File: src/rtl/chain_pkg.sv
package chain_pkg;

    localparam int ICNT_W    = 3;
    localparam int GCNT_W    = 2;
    localparam int RUN_MAX   = 5;            // longest gadget, transfer included
    localparam int ICNT_SAT  = RUN_MAX + 1;
    localparam int CHAIN_MIN = 3;

    typedef enum logic [2:0] {
        CLS_OTHER = 3'd0,
        CLS_IJMP  = 3'd1,
        CLS_ICALL = 3'd2,
        CLS_DCALL = 3'd3,
        CLS_RET   = 3'd4
    } insn_cls_e;

    typedef struct packed {
        logic [ICNT_W-1:0] icnt;
        logic [GCNT_W-1:0] gcnt;
    } fsm_state_t;

    localparam logic [ICNT_W-1:0] ICNT_TOP  = ICNT_W'(ICNT_SAT);
    localparam logic [ICNT_W-1:0] ICNT_LIM  = ICNT_W'(RUN_MAX);
    localparam logic [GCNT_W-1:0] GCNT_TOP  = '1;
    localparam logic [GCNT_W-1:0] GCNT_HIT  = GCNT_W'(CHAIN_MIN);

    // non-transfer instruction: extend the current run
    function automatic fsm_state_t step_plain(input fsm_state_t s);
        fsm_state_t r;
        r = s;
        if (s.icnt != ICNT_TOP) r.icnt = s.icnt + 1'b1;
        return r;
    endfunction

    // transfer: close the run, judge it, start a fresh run
    function automatic fsm_state_t step_transfer(input fsm_state_t s);
        fsm_state_t r;
        r.icnt = '0;
        if (s.icnt < ICNT_LIM)
            r.gcnt = (s.gcnt == GCNT_TOP) ? s.gcnt : s.gcnt + 1'b1;
        else
            r.gcnt = '0;
        return r;
    endfunction

endpackage

File: src/rtl/commit_throttle.sv
module commit_throttle #(
    parameter int WIN_LEN = 4
) (
    input  logic clk,
    input  logic rst,
    input  logic op_taken,
    output logic op_avail
);
    localparam int WW = (WIN_LEN > 1) ? $clog2(WIN_LEN) : 1;
    localparam logic [WW-1:0] LAST = WW'(WIN_LEN - 1);

    logic [WW-1:0] win_cnt;
    logic          op_used;

    assign op_avail = !op_used;

    always_ff @(posedge clk) begin
        if (rst) begin
            win_cnt <= '0;
            op_used <= 1'b0;
        end else if (win_cnt == LAST) begin
            win_cnt <= '0;
            op_used <= 1'b0;
        end else begin
            win_cnt <= win_cnt + 1'b1;
            op_used <= op_used | op_taken;
        end
    end
endmodule

File: src/rtl/secure_stack.sv
module secure_stack
    import chain_pkg::*;
#(
    parameter int DEPTH = 16
) (
    input  logic             clk,
    input  logic             rst,
    input  logic             push,
    input  logic             pop,
    input  logic             wr_top,
    input  fsm_state_t       push_data,
    input  fsm_state_t       top_wdata,
    output fsm_state_t       top_data,
    output logic             empty,
    output logic             full,
    output logic [$clog2(DEPTH):0] count
);
    localparam int AW = $clog2(DEPTH);
    localparam logic [AW:0] FULL_CNT = (AW+1)'(DEPTH);

    fsm_state_t    mem [DEPTH];
    logic [AW-1:0] wr_ptr;
    logic [AW-1:0] top_ptr;

    assign top_ptr  = wr_ptr - 1'b1;
    assign top_data = mem[top_ptr];
    assign empty    = (count == '0);
    assign full     = (count == FULL_CNT);

    always_ff @(posedge clk) begin
        if (rst) begin
            wr_ptr <= '0;
            count  <= '0;
        end else if (push) begin
            mem[wr_ptr] <= push_data;      // circular: full push overwrites oldest
            wr_ptr      <= wr_ptr + 1'b1;
            if (!full) count <= count + 1'b1;
        end else if (pop && !empty) begin
            wr_ptr <= top_ptr;
            count  <= count - 1'b1;
        end else if (wr_top && !empty) begin
            mem[top_ptr] <= top_wdata;
        end
    end
endmodule

File: src/rtl/chain_step.sv
module chain_step
    import chain_pkg::*;
(
    input  logic       valid,
    input  insn_cls_e  cls,
    input  fsm_state_t cur,
    input  fsm_state_t top,
    input  logic       empty,
    input  logic       avail,
    output fsm_state_t nxt,
    output logic       push,
    output logic       pop,
    output logic       wr_top,
    output logic       hit
);
    logic xfer;

    always_comb begin
        nxt    = cur;
        push   = 1'b0;
        pop    = 1'b0;
        wr_top = 1'b0;
        xfer   = 1'b0;
        if (valid) begin
            unique case (cls)
                CLS_IJMP: begin
                    xfer   = 1'b1;
                    wr_top = !empty;
                end
                CLS_ICALL: xfer = 1'b1;
                CLS_DCALL: begin
                    if (avail) begin
                        push = 1'b1;
                        nxt  = '0;
                    end else begin
                        nxt = step_plain(cur);
                    end
                end
                CLS_RET: begin
                    if (avail && !empty) begin
                        pop = 1'b1;
                        nxt = top;
                    end else begin
                        xfer = 1'b1;
                    end
                end
                default: nxt = step_plain(cur);
            endcase
            if (xfer) nxt = step_transfer(cur);
        end
        hit = xfer && (nxt.gcnt >= GCNT_HIT);
    end
endmodule

File: src/rtl/gadget_chain_detector.sv
module gadget_chain_detector
    import chain_pkg::*;
#(
    parameter int DEPTH   = 16,
    parameter int WIN_LEN = 4
) (
    input  logic       clk,
    input  logic       rst,
    input  logic       commit_valid,
    input  logic [2:0] commit_class,
    input  logic       alarm_clear,
    output logic       attack_alarm,
    output logic       stack_overflow
);
    localparam int AW = $clog2(DEPTH);

    fsm_state_t    cur_state, nxt_state, top_state;
    logic          push, pop, wr_top, hit, empty, full, avail;
    logic [AW:0]   depth_cnt;
    insn_cls_e     cls;

    assign cls = insn_cls_e'(commit_class);

    commit_throttle #(.WIN_LEN(WIN_LEN)) u_win (
        .clk      (clk),
        .rst      (rst),
        .op_taken (push | pop),
        .op_avail (avail)
    );

    chain_step u_step (
        .valid  (commit_valid),
        .cls    (cls),
        .cur    (cur_state),
        .top    (top_state),
        .empty  (empty),
        .avail  (avail),
        .nxt    (nxt_state),
        .push   (push),
        .pop    (pop),
        .wr_top (wr_top),
        .hit    (hit)
    );

    secure_stack #(.DEPTH(DEPTH)) u_stk (
        .clk       (clk),
        .rst       (rst),
        .push      (push),
        .pop       (pop),
        .wr_top    (wr_top),
        .push_data (cur_state),
        .top_wdata (nxt_state),
        .top_data  (top_state),
        .empty     (empty),
        .full      (full),
        .count     (depth_cnt)
    );

    always_ff @(posedge clk) begin
        if (rst) begin
            cur_state      <= '0;
            attack_alarm   <= 1'b0;
            stack_overflow <= 1'b0;
        end else begin
            cur_state <= nxt_state;
            if (hit)              attack_alarm <= 1'b1;
            else if (alarm_clear) attack_alarm <= 1'b0;
            if (push && full)     stack_overflow <= 1'b1;
        end
    end
endmodule

File: config.mk
export PLATFORM = sky130hd
export DESIGN_NAME = gadget_chain_detector
export DESIGN_NICKNAME = d
export VERILOG_FILES = /design/src/rtl/chain_pkg.sv /design/src/rtl/commit_throttle.sv /design/src/rtl/secure_stack.sv /design/src/rtl/chain_step.sv /design/src/rtl/gadget_chain_detector.sv
export SDC_FILE = /design/constraint.sdc
export NUM_CORES = 1
export LEC_CHECK = 0
export BUFFER_PORTS_ARGS = -buffer_cell sky130_fd_sc_hd__buf_2
export CORE_MARGIN = 4
export CORE_UTILIZATION = 50
export DETAILED_ROUTE_END_ITERATION = 8
export PLACE_DENSITY = 0.75
export SETUP_SLACK_MARGIN = 0.2
export SLEW_MARGIN = 20
export SYNTH_ARGS = -nofsm -noshare
export SYNTH_HDL_FRONTEND = slang
export SYNTH_SLANG_ARGS = --single-unit
File: constraint.sdc
create_clock -name clk -period 3.2 [get_ports clk]
set_input_delay 0.32 -clock clk [delete_from_list [all_inputs] [get_ports clk]]
set_output_delay 0.32 -clock clk [all_outputs]
set_load 0.005 [all_outputs]
==> impl_metrics.csv <==
group,metric,value,unit
run,cap_viol_max_count,0,
clocking,root_buffer,"clkbuf_8",
detailed_routing,drtIter0Drc,157,
critical_path,max_stage_delay,0.59,ns
sta,fin_skew,0.0147,ns
clocking,clk_latency,0.36,ns
grt,grt_pass1_wl,14800,µm
layout,stdcell_count,485,
synthesis,yosysUniqueCellTypes,63,
critical_path,r2r-start,"u_stk.count[0]",
layout,antenna_cells,0,
critical_path,worst-path-max-fanout,10,
placed_design,placement.io_buffers,8,
grt,grt_max_degree,31,
layout,nets,367,
critical_path,worstPathRequired,3.21,ns
sta,tightest_slew,0.689,ns
synthesis,netlist_area,4780,µm²
sta,layout_min_cycle_time,2.55,ns
clocking,cts_sinks,99,
floorplanning,ioPinCount,9,
clocking,clkSlewWorstSetupHoldPaths,0.10,ns
grt,track_usage,0.174,
sta,tns,0,ns
grt,grt_pass1_vias,2798,
critical_path,crit_path_end_kind,"flip-flop",
clocking,postCtsSetupRepairBufs,0,
floorplanning,fp.dieW,106,µm
clocking,numCtsBuffers,9,
detailed_routing,routed_wirelength,9080,µm
synthesis,ys_seq_area_frac,0.583,
layout,drive_above_1_share,0.250,
floorplanning,start_util,0.515,
clocking,holdBufCountCts,0,
critical_path,crit_path_start,"u_stk.count[0]",
critical_path,crit_family,"simple AND/OR/NAND/NOR gates",
synthesis,synth_edf_count,80,
detailed_routing,dr.pass1.iters,4,
sta,report.final.hold_viol_count,0,
synthesis,synth_fp_nets,344,
floorplanning,row_count,35,
layout,syn2layout_area_growth,10.1,%
synthesis,ys_warn_count,0,
sta,rsz0062_at_grt,"false",
critical_path,critPathKind,"flip-flop to flip-flop",
grt,overflow,0,
critical_path,reg2reg_to,"u_stk.mem[8][4]",
layout,post-route-util,0.567,
detailed_routing,remaining_drc_errors,0,
detailed_routing,vias,2805,
critical_path,arrival,2.56,ns
critical_path,setup.worst_path.end,"u_stk.mem[8][4]",
layout,design_area,5260,µm²
sta,setup_violations,0,
synthesis,synth-async-reset-ratio,0,
sta,timing.fmax,392,MHz
power_and_ir_drop,vdd_drop_max,363,µV
floorplanning,core,9280,µm²
placed_design,gp_congestion,0.849,
floorplanning,die_area,11200,µm²
placed_design,dp_cells,469,
clocking,cts_tree,"done",
sta,finalCritPeriodShare,0.798,
critical_path,crit_slowest_cell,"or4_4",
detailed_routing,viasPerCell,5.78,
critical_path,r2r_slack,0.65,ns
sta,slew_viol_final,0,
grt,antenna_found_initial,0,
detailed_routing,postRouteAntennaNets,0,
placed_design,post_dp_cell_area,5050,µm²
sta,relSlewSlack,0.540,
synthesis,ys.flop_type,"edfxtp_1",
layout,final_common_cell,"edfxtp_1",
synthesis,synth-seq-cells,99,
placed_design,post-dp-hpwl,6210,µm
placed_design,pre_cts_ws,0.513,ns
synthesis,postSynthCellCount,328,
synthesis,syn_area_per_cell,14.6,µm²
status,status,"completed",
sta,worst_slack,0.646,ns
layout,mostFrequentLayoutCells,"edfxtp_1, nor3_1, nor2_1",
power_and_ir_drop,power_density,481,nW/µm²
critical_path,start_kind,"flip-flop",
critical_path,cp_cell_sequence,"or4_4 -> o211a_1 -> o32a_4 -> nor3_2",
clocking,clock_path_buffers,2,
critical_path,worstPathBufferInverterCount,0,
critical_path,cp.depth,4,
floorplanning,die_h,106,µm
clocking,cts-htree-levels,3,
critical_path,r2r_cells,4,
power_and_ir_drop,p_leak,1.82,nW
layout,fillers,756,
clocking,postCtsResizedCells,0,
detailed_routing,wl_per_cell,18.7,µm
worst_hold_path,hp-class,"input pin to flip-flop",
[worst register-to-register path: cells and delay by family, from the launching register on]
family	cells	cell delay, ns
AO/OA/AOI/OAI	2	0.82
flip-flops	1	0.38
AND/OR/NAND/NOR	2	1.01
[state kept, by name, summed over array words and instances (netlist names)]
signal / flops
u_win.op_used: 1
cur_state: 5
u_stk.count: 5
u_stk.mem: 80
stack_overflow: 1
u_win.win_cnt: 2
attack_alarm: 1
u_stk.wr_ptr: 4
[metrics by stage]
step	hold WS (ns)	power (mW)
4_1_cts	0.234	2.55
6_report	0.254	2.53
2_1_floorplan	0.408	1.66
3_3_place_gp	0.414	1.72
3_5_place_dp	0.443	1.73
5_1_grt	0.244	2.64
[worst min path at each step]
stage	slack [ns]	cells past startpoint	to	from
final	0.25	4	attack_alarm	alarm_clear
after global routing	0.24	4	attack_alarm	alarm_clear
after CTS	0.23	4	attack_alarm	alarm_clear
after detailed placement	0.44	1	u_win.win_cnt[0]	u_win.win_cnt[0]
after global placement	0.41	1	u_win.win_cnt[0]	u_win.win_cnt[0]
after floorplan	0.41	1	u_win.win_cnt[0]	u_win.win_cnt[0]
[power breakdown]
part	internal (mW)	total, mW	leakage [nW]	switching [mW]
registers	1.41	1.43	0.889	0.0197
clock network	0.377	0.824	0.104	0.447
logic	0.119	0.278	0.825	0.159
total	1.90	2.53	1.82	0.626
[logic make-up (layout without fill, tap and decap cells)]
kind of cell    count (synthesis)  in the layout  share of synthesized area
compound gates                 60             60                     0.0998
xor+xnor                       12             12                     0.0354
fa+ha+maj                       9              9                     0.0251
buf+inv                        24             52                     0.0254
flops                          99             99                      0.583
mux                            32             32                      0.125
simple gates                   92             92                      0.106
[synthesized netlist by cell type, drive strengths merged (7+ instances only)]
cell    count  area [µm²]
nand2      20        91.3
dfxtp      19         380
nor3       28         173
mux2i      10         100
inv         8        30.0
nor2       21        78.8
buf        11        71.3
a21oi      14        81.3
xnor2       7        87.6
edfxtp     80        2400
ha          8         100
mux4       21         488
o21ai      12        71.3
[cell type report]
type	instances	area (µm²)	area share
Clock inverter	7	82.6	0.0157
Multi-Input combinational cell	205	1880	0.357
Tap cell	129	161	0.0307
Clock buffer	9	124	0.0235
Timing Repair Buffer	28	203	0.0385
Sequential cell	99	2780	0.529
Inverter	8	30.0	0.00571
[routing by layer]
metal | GRT usage | part of all wire | vias up
met2 | 0.267 | 0.48 | 77
met4 | 0.0666 | 0.015 | 0
met3 | 0.0502 | 0.054 | 11
li1 | - | - | 1330
met1 | 0.234 | 0.45 | 1387
met5 | 0 | 0 | -
Power figures use the tool's default switching activity.
